<file path="src/rtl/gcv_pkg.sv">
// Shared types for the garbage collection victim selector.
package gcv_pkg;
    // Control states of the scan and relocation sequencer.
    typedef enum logic [1:0] {
        ST_IDLE = 2'd0,
        ST_SCAN = 2'd1,
        ST_DONE = 2'd2,
        ST_LIST = 2'd3
    } gcv_state_e;
endpackage

</file>
<file path="src/rtl/gcv_tick.sv">
// Free-running modification-time counter.
// Assumes the selector's run time between resets is interpreted modulo 2**TS_W.
module gcv_tick #(
    parameter int TS_W = 16
) (
    input  logic            clk,
    input  logic            rst_n,
    output logic [TS_W-1:0] now
);
    // Advance one tick per clock, cleared by reset.
    always_ff @(posedge clk) begin
        if (!rst_n) now <= '0;
        else        now <= now + 1'b1;
    end
endmodule

</file>
<file path="src/rtl/gcv_blk_meta.sv">
// Metadata for one erase block: valid and programmed bitmaps, valid and
// stale page counts, and the tick of the last accepted program.
// Assumes at most one program and one invalidate per cycle for this block.
module gcv_blk_meta #(
    parameter int PAGES = 8,
    parameter int TS_W  = 16,
    localparam int PW   = $clog2(PAGES),
    localparam int CW   = $clog2(PAGES + 1)
) (
    input  logic             clk,
    input  logic             rst_n,
    input  logic             wr_hit,
    input  logic [PW-1:0]    wr_page,
    input  logic             inv_hit,
    input  logic [PW-1:0]    inv_page,
    input  logic [TS_W-1:0]  now,
    output logic [PAGES-1:0] valid_map,
    output logic [CW-1:0]    vcnt,
    output logic [CW-1:0]    icnt,
    output logic [TS_W-1:0]  ts
);
    logic [PAGES-1:0] used_map;
    logic             wr_ok;
    logic             inv_ok;
    logic [PAGES-1:0] valid_nxt;

    // Accept only programs of unused pages and invalidations of valid pages.
    always_comb begin
        wr_ok     = wr_hit && !used_map[wr_page];
        inv_ok    = inv_hit && valid_map[inv_page];
        valid_nxt = valid_map;
        if (wr_ok)  valid_nxt[wr_page]  = 1'b1;
        if (inv_ok) valid_nxt[inv_page] = 1'b0;
    end

    // Hold bitmaps, counters and the last-program tick.
    always_ff @(posedge clk) begin
        if (!rst_n) begin
            used_map  <= '0;
            valid_map <= '0;
            vcnt      <= '0;
            icnt      <= '0;
            ts        <= '0;
        end else begin
            valid_map <= valid_nxt;
            vcnt      <= vcnt + CW'(wr_ok) - CW'(inv_ok);
            icnt      <= icnt + CW'(inv_ok);
            if (wr_ok) begin
                used_map[wr_page] <= 1'b1;
                ts                <= now;
            end
        end
    end
endmodule

</file>
<file path="src/rtl/gcv_scan.sv">
// Sequential victim scan (one block per cycle) followed by the ordered
// listing of the victim's valid page offsets.
// Assumes metadata arrays are live; age uses the tick captured at scan start.
module gcv_scan
    import gcv_pkg::*;
#(
    parameter int NBLK  = 8,
    parameter int PAGES = 8,
    parameter int TS_W  = 16,
    localparam int BW   = $clog2(NBLK),
    localparam int PW   = $clog2(PAGES),
    localparam int CW   = $clog2(PAGES + 1),
    localparam int PRW  = TS_W + 2 * CW
) (
    input  logic                       clk,
    input  logic                       rst_n,
    input  logic                       gc_needed,
    input  logic                       mode_cb,
    input  logic [TS_W-1:0]            now,
    input  logic [NBLK-1:0][PAGES-1:0] vmap_all,
    input  logic [NBLK-1:0][CW-1:0]    vcnt_all,
    input  logic [NBLK-1:0][CW-1:0]    icnt_all,
    input  logic [NBLK-1:0][TS_W-1:0]  ts_all,
    output logic                       scan_done,
    output logic                       vic_found,
    output logic [BW-1:0]              vic_idx,
    output logic                       reloc_valid,
    output logic [PW-1:0]              reloc_page,
    output logic                       reloc_last
);
    localparam logic [CW-1:0] PG = CW'(PAGES);

    gcv_state_e       state;
    logic [BW-1:0]    idx;
    logic             mode_l;
    logic [TS_W-1:0]  scan_now;
    logic             have;
    logic [BW-1:0]    best_idx;
    logic [CW-1:0]    best_v;
    logic [CW-1:0]    best_i;
    logic [TS_W-1:0]  best_age;
    logic [PAGES-1:0] snap;

    logic [CW-1:0]    c_v;
    logic [CW-1:0]    c_i;
    logic [TS_W-1:0]  c_age;
    logic             c_elig;
    logic [PRW-1:0]   lhs;
    logic [PRW-1:0]   rhs;
    logic             beats;
    logic             take;
    logic [PW-1:0]    first;
    logic [PAGES-1:0] cleared;

    // Score the block under scan against the best one held so far.
    always_comb begin
        c_v    = vcnt_all[idx];
        c_i    = icnt_all[idx];
        c_age  = scan_now - ts_all[idx];
        c_elig = (c_v != '0) || (c_i != '0);
        lhs    = PRW'(c_age) * PRW'(PG - c_v) * PRW'(best_v);
        rhs    = PRW'(best_age) * PRW'(PG - best_v) * PRW'(c_v);
        if (!have)               beats = 1'b1;
        else if (!mode_l)        beats = c_i > best_i;
        else if (best_v == '0)   beats = 1'b0;
        else if (c_v == '0)      beats = 1'b1;
        else                     beats = lhs > rhs;
        take = c_elig && beats;
    end

    // Lowest set bit of the snapshot and the snapshot without it.
    always_comb begin
        first = '0;
        for (int i = PAGES - 1; i >= 0; i--) begin
            if (snap[i]) first = PW'(i);
        end
        cleared        = snap;
        cleared[first] = 1'b0;
    end

    // Sequencer: idle, scan every block, present victim, list its pages.
    always_ff @(posedge clk) begin
        if (!rst_n) begin
            state    <= ST_IDLE;
            idx      <= '0;
            mode_l   <= 1'b0;
            scan_now <= '0;
            have     <= 1'b0;
            best_idx <= '0;
            best_v   <= '0;
            best_i   <= '0;
            best_age <= '0;
            snap     <= '0;
        end else begin
            case (state)
                ST_IDLE: begin
                    if (gc_needed) begin
                        state    <= ST_SCAN;
                        idx      <= '0;
                        have     <= 1'b0;
                        mode_l   <= mode_cb;
                        scan_now <= now;
                    end
                end
                ST_SCAN: begin
                    if (take) begin
                        have     <= 1'b1;
                        best_idx <= idx;
                        best_v   <= c_v;
                        best_i   <= c_i;
                        best_age <= c_age;
                    end
                    if (idx == BW'(NBLK - 1)) state <= ST_DONE;
                    else                      idx   <= idx + 1'b1;
                end
                ST_DONE: begin
                    snap  <= vmap_all[best_idx];
                    state <= (have && vmap_all[best_idx] != '0) ? ST_LIST : ST_IDLE;
                end
                default: begin
                    snap <= cleared;
                    if (cleared == '0) state <= ST_IDLE;
                end
            endcase
        end
    end

    assign scan_done   = (state == ST_DONE);
    assign vic_found   = (state == ST_DONE) && have;
    assign vic_idx     = best_idx;
    assign reloc_valid = (state == ST_LIST);
    assign reloc_page  = first;
    assign reloc_last  = (state == ST_LIST) && (cleared == '0);
endmodule

</file>
<file path="src/rtl/gc_victim_sel.sv">
// Top: event decode into per-block metadata, reclaim trigger, tick counter
// and the victim scan. Assumes block and page indices are in range.
module gc_victim_sel #(
    parameter int NBLK      = 8,
    parameter int PAGES     = 8,
    parameter int TS_W      = 16,
    parameter int FREE_W    = 8,
    parameter int GC_THRESH = 3,
    localparam int BW       = $clog2(NBLK),
    localparam int PW       = $clog2(PAGES),
    localparam int CW       = $clog2(PAGES + 1)
) (
    input  logic              clk,
    input  logic              rst_n,
    input  logic              wr_en,
    input  logic [BW-1:0]     wr_blk,
    input  logic [PW-1:0]     wr_page,
    input  logic              inv_en,
    input  logic [BW-1:0]     inv_blk,
    input  logic [PW-1:0]     inv_page,
    input  logic [FREE_W-1:0] free_cnt,
    input  logic              mode_cb,
    output logic              gc_needed,
    output logic              scan_done,
    output logic              vic_found,
    output logic [BW-1:0]     vic_idx,
    output logic              reloc_valid,
    output logic [PW-1:0]     reloc_page,
    output logic              reloc_last
);
    logic [TS_W-1:0]            now;
    logic [NBLK-1:0][PAGES-1:0] vmap_all;
    logic [NBLK-1:0][CW-1:0]    vcnt_all;
    logic [NBLK-1:0][CW-1:0]    icnt_all;
    logic [NBLK-1:0][TS_W-1:0]  ts_all;

    // Raise the reclaim request while free blocks are below threshold.
    always_ff @(posedge clk) begin
        if (!rst_n) gc_needed <= 1'b0;
        else        gc_needed <= free_cnt < FREE_W'(GC_THRESH);
    end

    gcv_tick #(.TS_W(TS_W)) u_tick (.clk(clk), .rst_n(rst_n), .now(now));

    for (genvar b = 0; b < NBLK; b++) begin : g_blk
        gcv_blk_meta #(.PAGES(PAGES), .TS_W(TS_W)) u_meta (
            .clk      (clk),
            .rst_n    (rst_n),
            .wr_hit   (wr_en && (wr_blk == BW'(b))),
            .wr_page  (wr_page),
            .inv_hit  (inv_en && (inv_blk == BW'(b))),
            .inv_page (inv_page),
            .now      (now),
            .valid_map(vmap_all[b]),
            .vcnt     (vcnt_all[b]),
            .icnt     (icnt_all[b]),
            .ts       (ts_all[b])
        );
    end

    gcv_scan #(.NBLK(NBLK), .PAGES(PAGES), .TS_W(TS_W)) u_scan (
        .clk        (clk),
        .rst_n      (rst_n),
        .gc_needed  (gc_needed),
        .mode_cb    (mode_cb),
        .now        (now),
        .vmap_all   (vmap_all),
        .vcnt_all   (vcnt_all),
        .icnt_all   (icnt_all),
        .ts_all     (ts_all),
        .scan_done  (scan_done),
        .vic_found  (vic_found),
        .vic_idx    (vic_idx),
        .reloc_valid(reloc_valid),
        .reloc_page (reloc_page),
        .reloc_last (reloc_last)
    );
endmodule

</file>
<file path="config.mk">
export PLATFORM = sky130hd
export DESIGN_NAME = gc_victim_sel
export DESIGN_NICKNAME = d
export VERILOG_FILES = /design/src/rtl/gcv_pkg.sv /design/src/rtl/gcv_tick.sv /design/src/rtl/gcv_blk_meta.sv /design/src/rtl/gcv_scan.sv /design/src/rtl/gc_victim_sel.sv
export SDC_FILE = /design/constraint.sdc
export NUM_CORES = 2
export LEC_CHECK = 0
export BUFFER_PORTS_ARGS = -buffer_cell sky130_fd_sc_hd__buf_2
export CAP_MARGIN = 20
export CORE_AREA = 2 2 297 299
export DETAILED_ROUTE_END_ITERATION = 16
export DIE_AREA = 0 0 299 301
export GPL_TIMING_DRIVEN = 0
export PLACE_DENSITY = 0.5
export SLEW_MARGIN = 20
export SYNTH_ARGS = -nofsm -noshare
export SYNTH_HDL_FRONTEND = slang
export SYNTH_SLANG_ARGS = --single-unit
</file>
<file path="constraint.sdc">
create_clock -name clk -period 16.4 [get_ports clk]
set_input_delay 4.1 -clock clk [delete_from_list [all_inputs] [get_ports clk]]
set_output_delay 4.1 -clock clk [all_outputs]
set_load 0.1 [all_outputs]
</file>
==> results.py <==
metrics = {
    "clock_network": {
        "clockBufferDepth": 3,
        "clock_latency_ns": 0.61,
        "clk_pin_slew_worst_paths_ns": 0.06,
        "clkSinkCount": 395,
        "numCtsBuffers": 46,
        "h-tree-depth": 2,
        "cts_tree": "done",
        "post_cts_buffers": 0,
        "cts_root_buffer": "clkbuf_16",
    },
    "timing": {
        "worst_pin_slew_ns": 1.18,
        "fmax_mhz": 65.5,
        "clock_skew_ns": 0.0404,
        "maxSlewViolCount": 0,
        "maxSlewHeadroom_pct": 21.0,
        "setup_viol": 0,
        "rsz0062_at_grt": "no",
        "period_share_pct": 93.1,
        "setup_tns_ns": 0,
        "min_period_ns": 15.28,
        "hold_violations": 0,
        "final_critical_path_setup_slack_ns": 1.12,
    },
    "finish": {
        "area_growth_pct": 9.21,
        "multiInputGateArea_um2": 23900,
        "stdcell_area_um2": 37600,
        "layout_commonest_cell": "inv_1",
        "drive_gt1_share_pct": 7.38,
        "layout_common_cells": "inv_1 (526), nand2_1 (444), dfxtp_1 (395)",
        "ff_latch_area_um2": 7910,
        "finalNonFillerCells": 5003,
        "nets": 4431,
        "fillers": 8727,
    },
    "critical_path": {
        "max_stage_delay_ns": 0.62,
        "cpMostUsedCell": "fa_1",
        "rrSetupSlack_ns": 1.12,
        "critical_path_peak_fanout": 10,
        "crit_slowest_cell": "xnor2_1",
        "crit_arrival_ns": 15.79,
        "crit_type": "reg2reg",
        "cp-start-kind": "flip-flop",
        "crit_path_end_kind": "flip-flop",
        "required_ns": 16.92,
    },
    "detailed_routing": {
        "drtIter0Drc": 1279,
        "wl_per_cell_um": 19.7,
        "num_vias": 25400,
        "wirelength_um": 98500,
        "remaining_drc_errors": 0,
        "drtPass1Iterations": 6,
        "drtAntennaViolNets": 0,
        "post_drt_via_cell_ratio": 5.07,
    },
    "floorplan": {
        "die_h_um": 301,
        "num_rows": 108,
        "start_util_pct": 39.8,
        "die_area_um2": 90000,
        "die_w_um": 299,
        "pin_count": 36,
        "coreArea_um2": 86500,
    },
    "power": {
        "vdd_drop_max_mv": 0.0905,
        "power_mw": 2.15,
        "p_per_area_nw_per_um2": 57.3,
        "leakage_nw": 16.7,
    },
    "synthesis": {
        "synth_cell_types": 78,
        "synth_area_per_cell_um2": 9.21,
        "synth_nets": 4350,
        "yosys_warnings": 0,
        "ys_ff_latch": 395,
        "seq_area_frac_synth_pct": 23.0,
        "synth_cells": 3734,
        "synth_edf_count": 0,
        "syn_area_um2": 34400,
        "async_reset_ff_share_pct": 0,
        "synth_ff_type": "dfxtp_1",
    },
    "global_routing": {
        "grt_usage_pct": 22.1,
        "grt_pass1_vias": 26200,
        "grt_start_max_net_pins": 14,
        "grt_pass1_wl_um": 155000,
        "grt_remaining_overflow": 0,
        "antenna_found_initial": 4,
    },
    "place": {
        "portBuffers": 33,
        "dpl.hpwl_um": 80900,
        "dpl_cell_area_um2": 36000,
        "pre_cts_slack_ns": 0.157,
        "placedCellCount": 4923,
        "routabilityCongestion": 0.917,
    },
    "job": {
        "cap_violations": 0,
    },
    "status": {
        "status": "finished clean",
    },
    "min_path": {
        "min_path_type": "reg2reg",
    },
}
-- final cells by class --
cell class,count,share of cell area (%)
Timing Repair Buffer,34,0.470
Antenna cell,1,0.00666
Clock buffer,67,3.54
Buffer,163,1.70
Sequential cell,395,21.0
Inverter,532,5.31
Multi-Input combinational cell,2643,63.6
Clock inverter,13,0.496
Tap cell,1155,3.85
-- power by group --
group          internal (mW)  switching (mW)  total, mW
Combinational         0.0409          0.0920      0.133
Sequential             0.965         0.00447      0.970
Clock                  0.612           0.437       1.05
Total                   1.62           0.534       2.15
-- logic make-up (layout without fill, tap and decap cells) --
| family | Yosys count | in the layout | share of synthesized area, % |
|---|---|---|---|
| AO/OA/AOI/OAI | 576 | 576 | 12.5 |
| XOR/XNOR | 157 | 157 | 4.08 |
| adder cells (fa/ha/maj) | 592 | 592 | 28.8 |
| buffers and inverters | 696 | 809 | 7.64 |
| flip-flops | 395 | 395 | 23.0 |
| multiplexers | 195 | 195 | 8.11 |
| other | 0 | 1 | 0 |
| AND/OR/NAND/NOR | 1123 | 1123 | 15.9 |
-- path summary, 6_finish.rpt --
check                               from                      to  cells after the start
setup / recovery           u_scan.idx[0]     u_scan.best_age[14]                     55
hold / removal    g_blk[7].u_meta.ts[14]  g_blk[7].u_meta.ts[14]                      2
setup reg to reg           u_scan.idx[0]     u_scan.best_age[14]                     55
hold reg to reg   g_blk[7].u_meta.ts[14]  g_blk[7].u_meta.ts[14]                      2
-- cell usage after synthesis (4+ instances only) --
library cell | n | share of area, %
nand4_1 | 24 | 0.44
nor4_1 | 6 | 0.11
inv_2 | 6 | 0.065
and2_1 | 205 | 3.7
a221oi_1 | 12 | 0.31
mux2i_1 | 119 | 3.5
and3_1 | 20 | 0.36
nand2_1 | 444 | 4.8
a22oi_1 | 26 | 0.57
nor3_1 | 29 | 0.42
a21oi_1 | 88 | 1.3
a21o_1 | 51 | 1.1
o21ai_0 | 55 | 0.80
a211oi_1 | 5 | 0.11
a21boi_1 | 28 | 0.61
mux2_2 | 10 | 0.33
buf_1 | 28 | 0.31
or3_1 | 16 | 0.29
o22ai_1 | 4 | 0.073
xor2_1 | 42 | 1.1
nand2b_1 | 26 | 0.47
mux4_2 | 66 | 4.3
nor2b_1 | 128 | 2.3
o211a_1 | 12 | 0.35
buf_2 | 10 | 0.15
o21a_1 | 84 | 1.8
o21ai_1 | 8 | 0.12
fa_1 | 333 | 19
nor2_1 | 158 | 1.7
a22o_1 | 11 | 0.28
clkbuf_1 | 125 | 1.4
a31oi_1 | 9 | 0.16
a21boi_0 | 64 | 1.4
o21bai_1 | 9 | 0.20
inv_1 | 526 | 5.7
nand3b_1 | 6 | 0.13
dfxtp_1 | 395 | 23
o211ai_1 | 7 | 0.15
o221a_2 | 64 | 2.1
o31ai_1 | 4 | 0.087
xnor2_1 | 113 | 2.9
nand3_1 | 46 | 0.67
ha_1 | 258 | 9.4
-- flip-flops by register name (all words and copies together) (netlist names), 3 cells and up --
register and count:
g_blk.u_meta.icnt 32, g_blk.u_meta.ts 128, g_blk.u_meta.used_map 64, g_blk.u_meta.valid_map 64, g_blk.u_meta.vcnt 32, u_scan.best_age 16, u_scan.best_i 4, u_scan.best_v 4
u_scan.idx 3, u_scan.scan_now 16, u_scan.snap 8, u_scan.vic_idx 3, u_tick.now 16
-- critical path: cells and delay by family (launching register included) --
| kind | cells | cell delay [ns] |
|---|---|---|
| adders and majority gates | 12 | 5.37 |
| AOI/OAI and AO/OA | 16 | 2.68 |
| buffers and inverters | 10 | 2.46 |
| and+or+nand+nor | 10 | 1.93 |
| xor gates and xnor gates | 4 | 1.12 |
| muxes | 3 | 0.97 |
| DFF | 1 | 0.57 |
-- layer usage --
layer  global-route usage (%)  wire (um)
met1                     28.7      44400
met2                     39.2      48300
met4                     6.48       2930
met5                        0          0
met3                     1.85       2850
-- metrics by stage --
stage	util [%]	hold WS, ns
2_1_floorplan	-	0.432
3_3_place_gp	41.6	0.440
3_5_place_dp	41.7	0.446
4_1_cts	43.4	0.455
5_1_grt	43.4	0.469
6_report	43.4	0.453
-- repair_timing --
| action | 4_1_cts | 5_1_grt |
|---|---|---|
| endpoints found under the setup margin | 0 | 28 |
| gates resized for setup | 0 | 12 |
| hold buffers | 0 | 0 |
(Power assumes the default switching activity.)
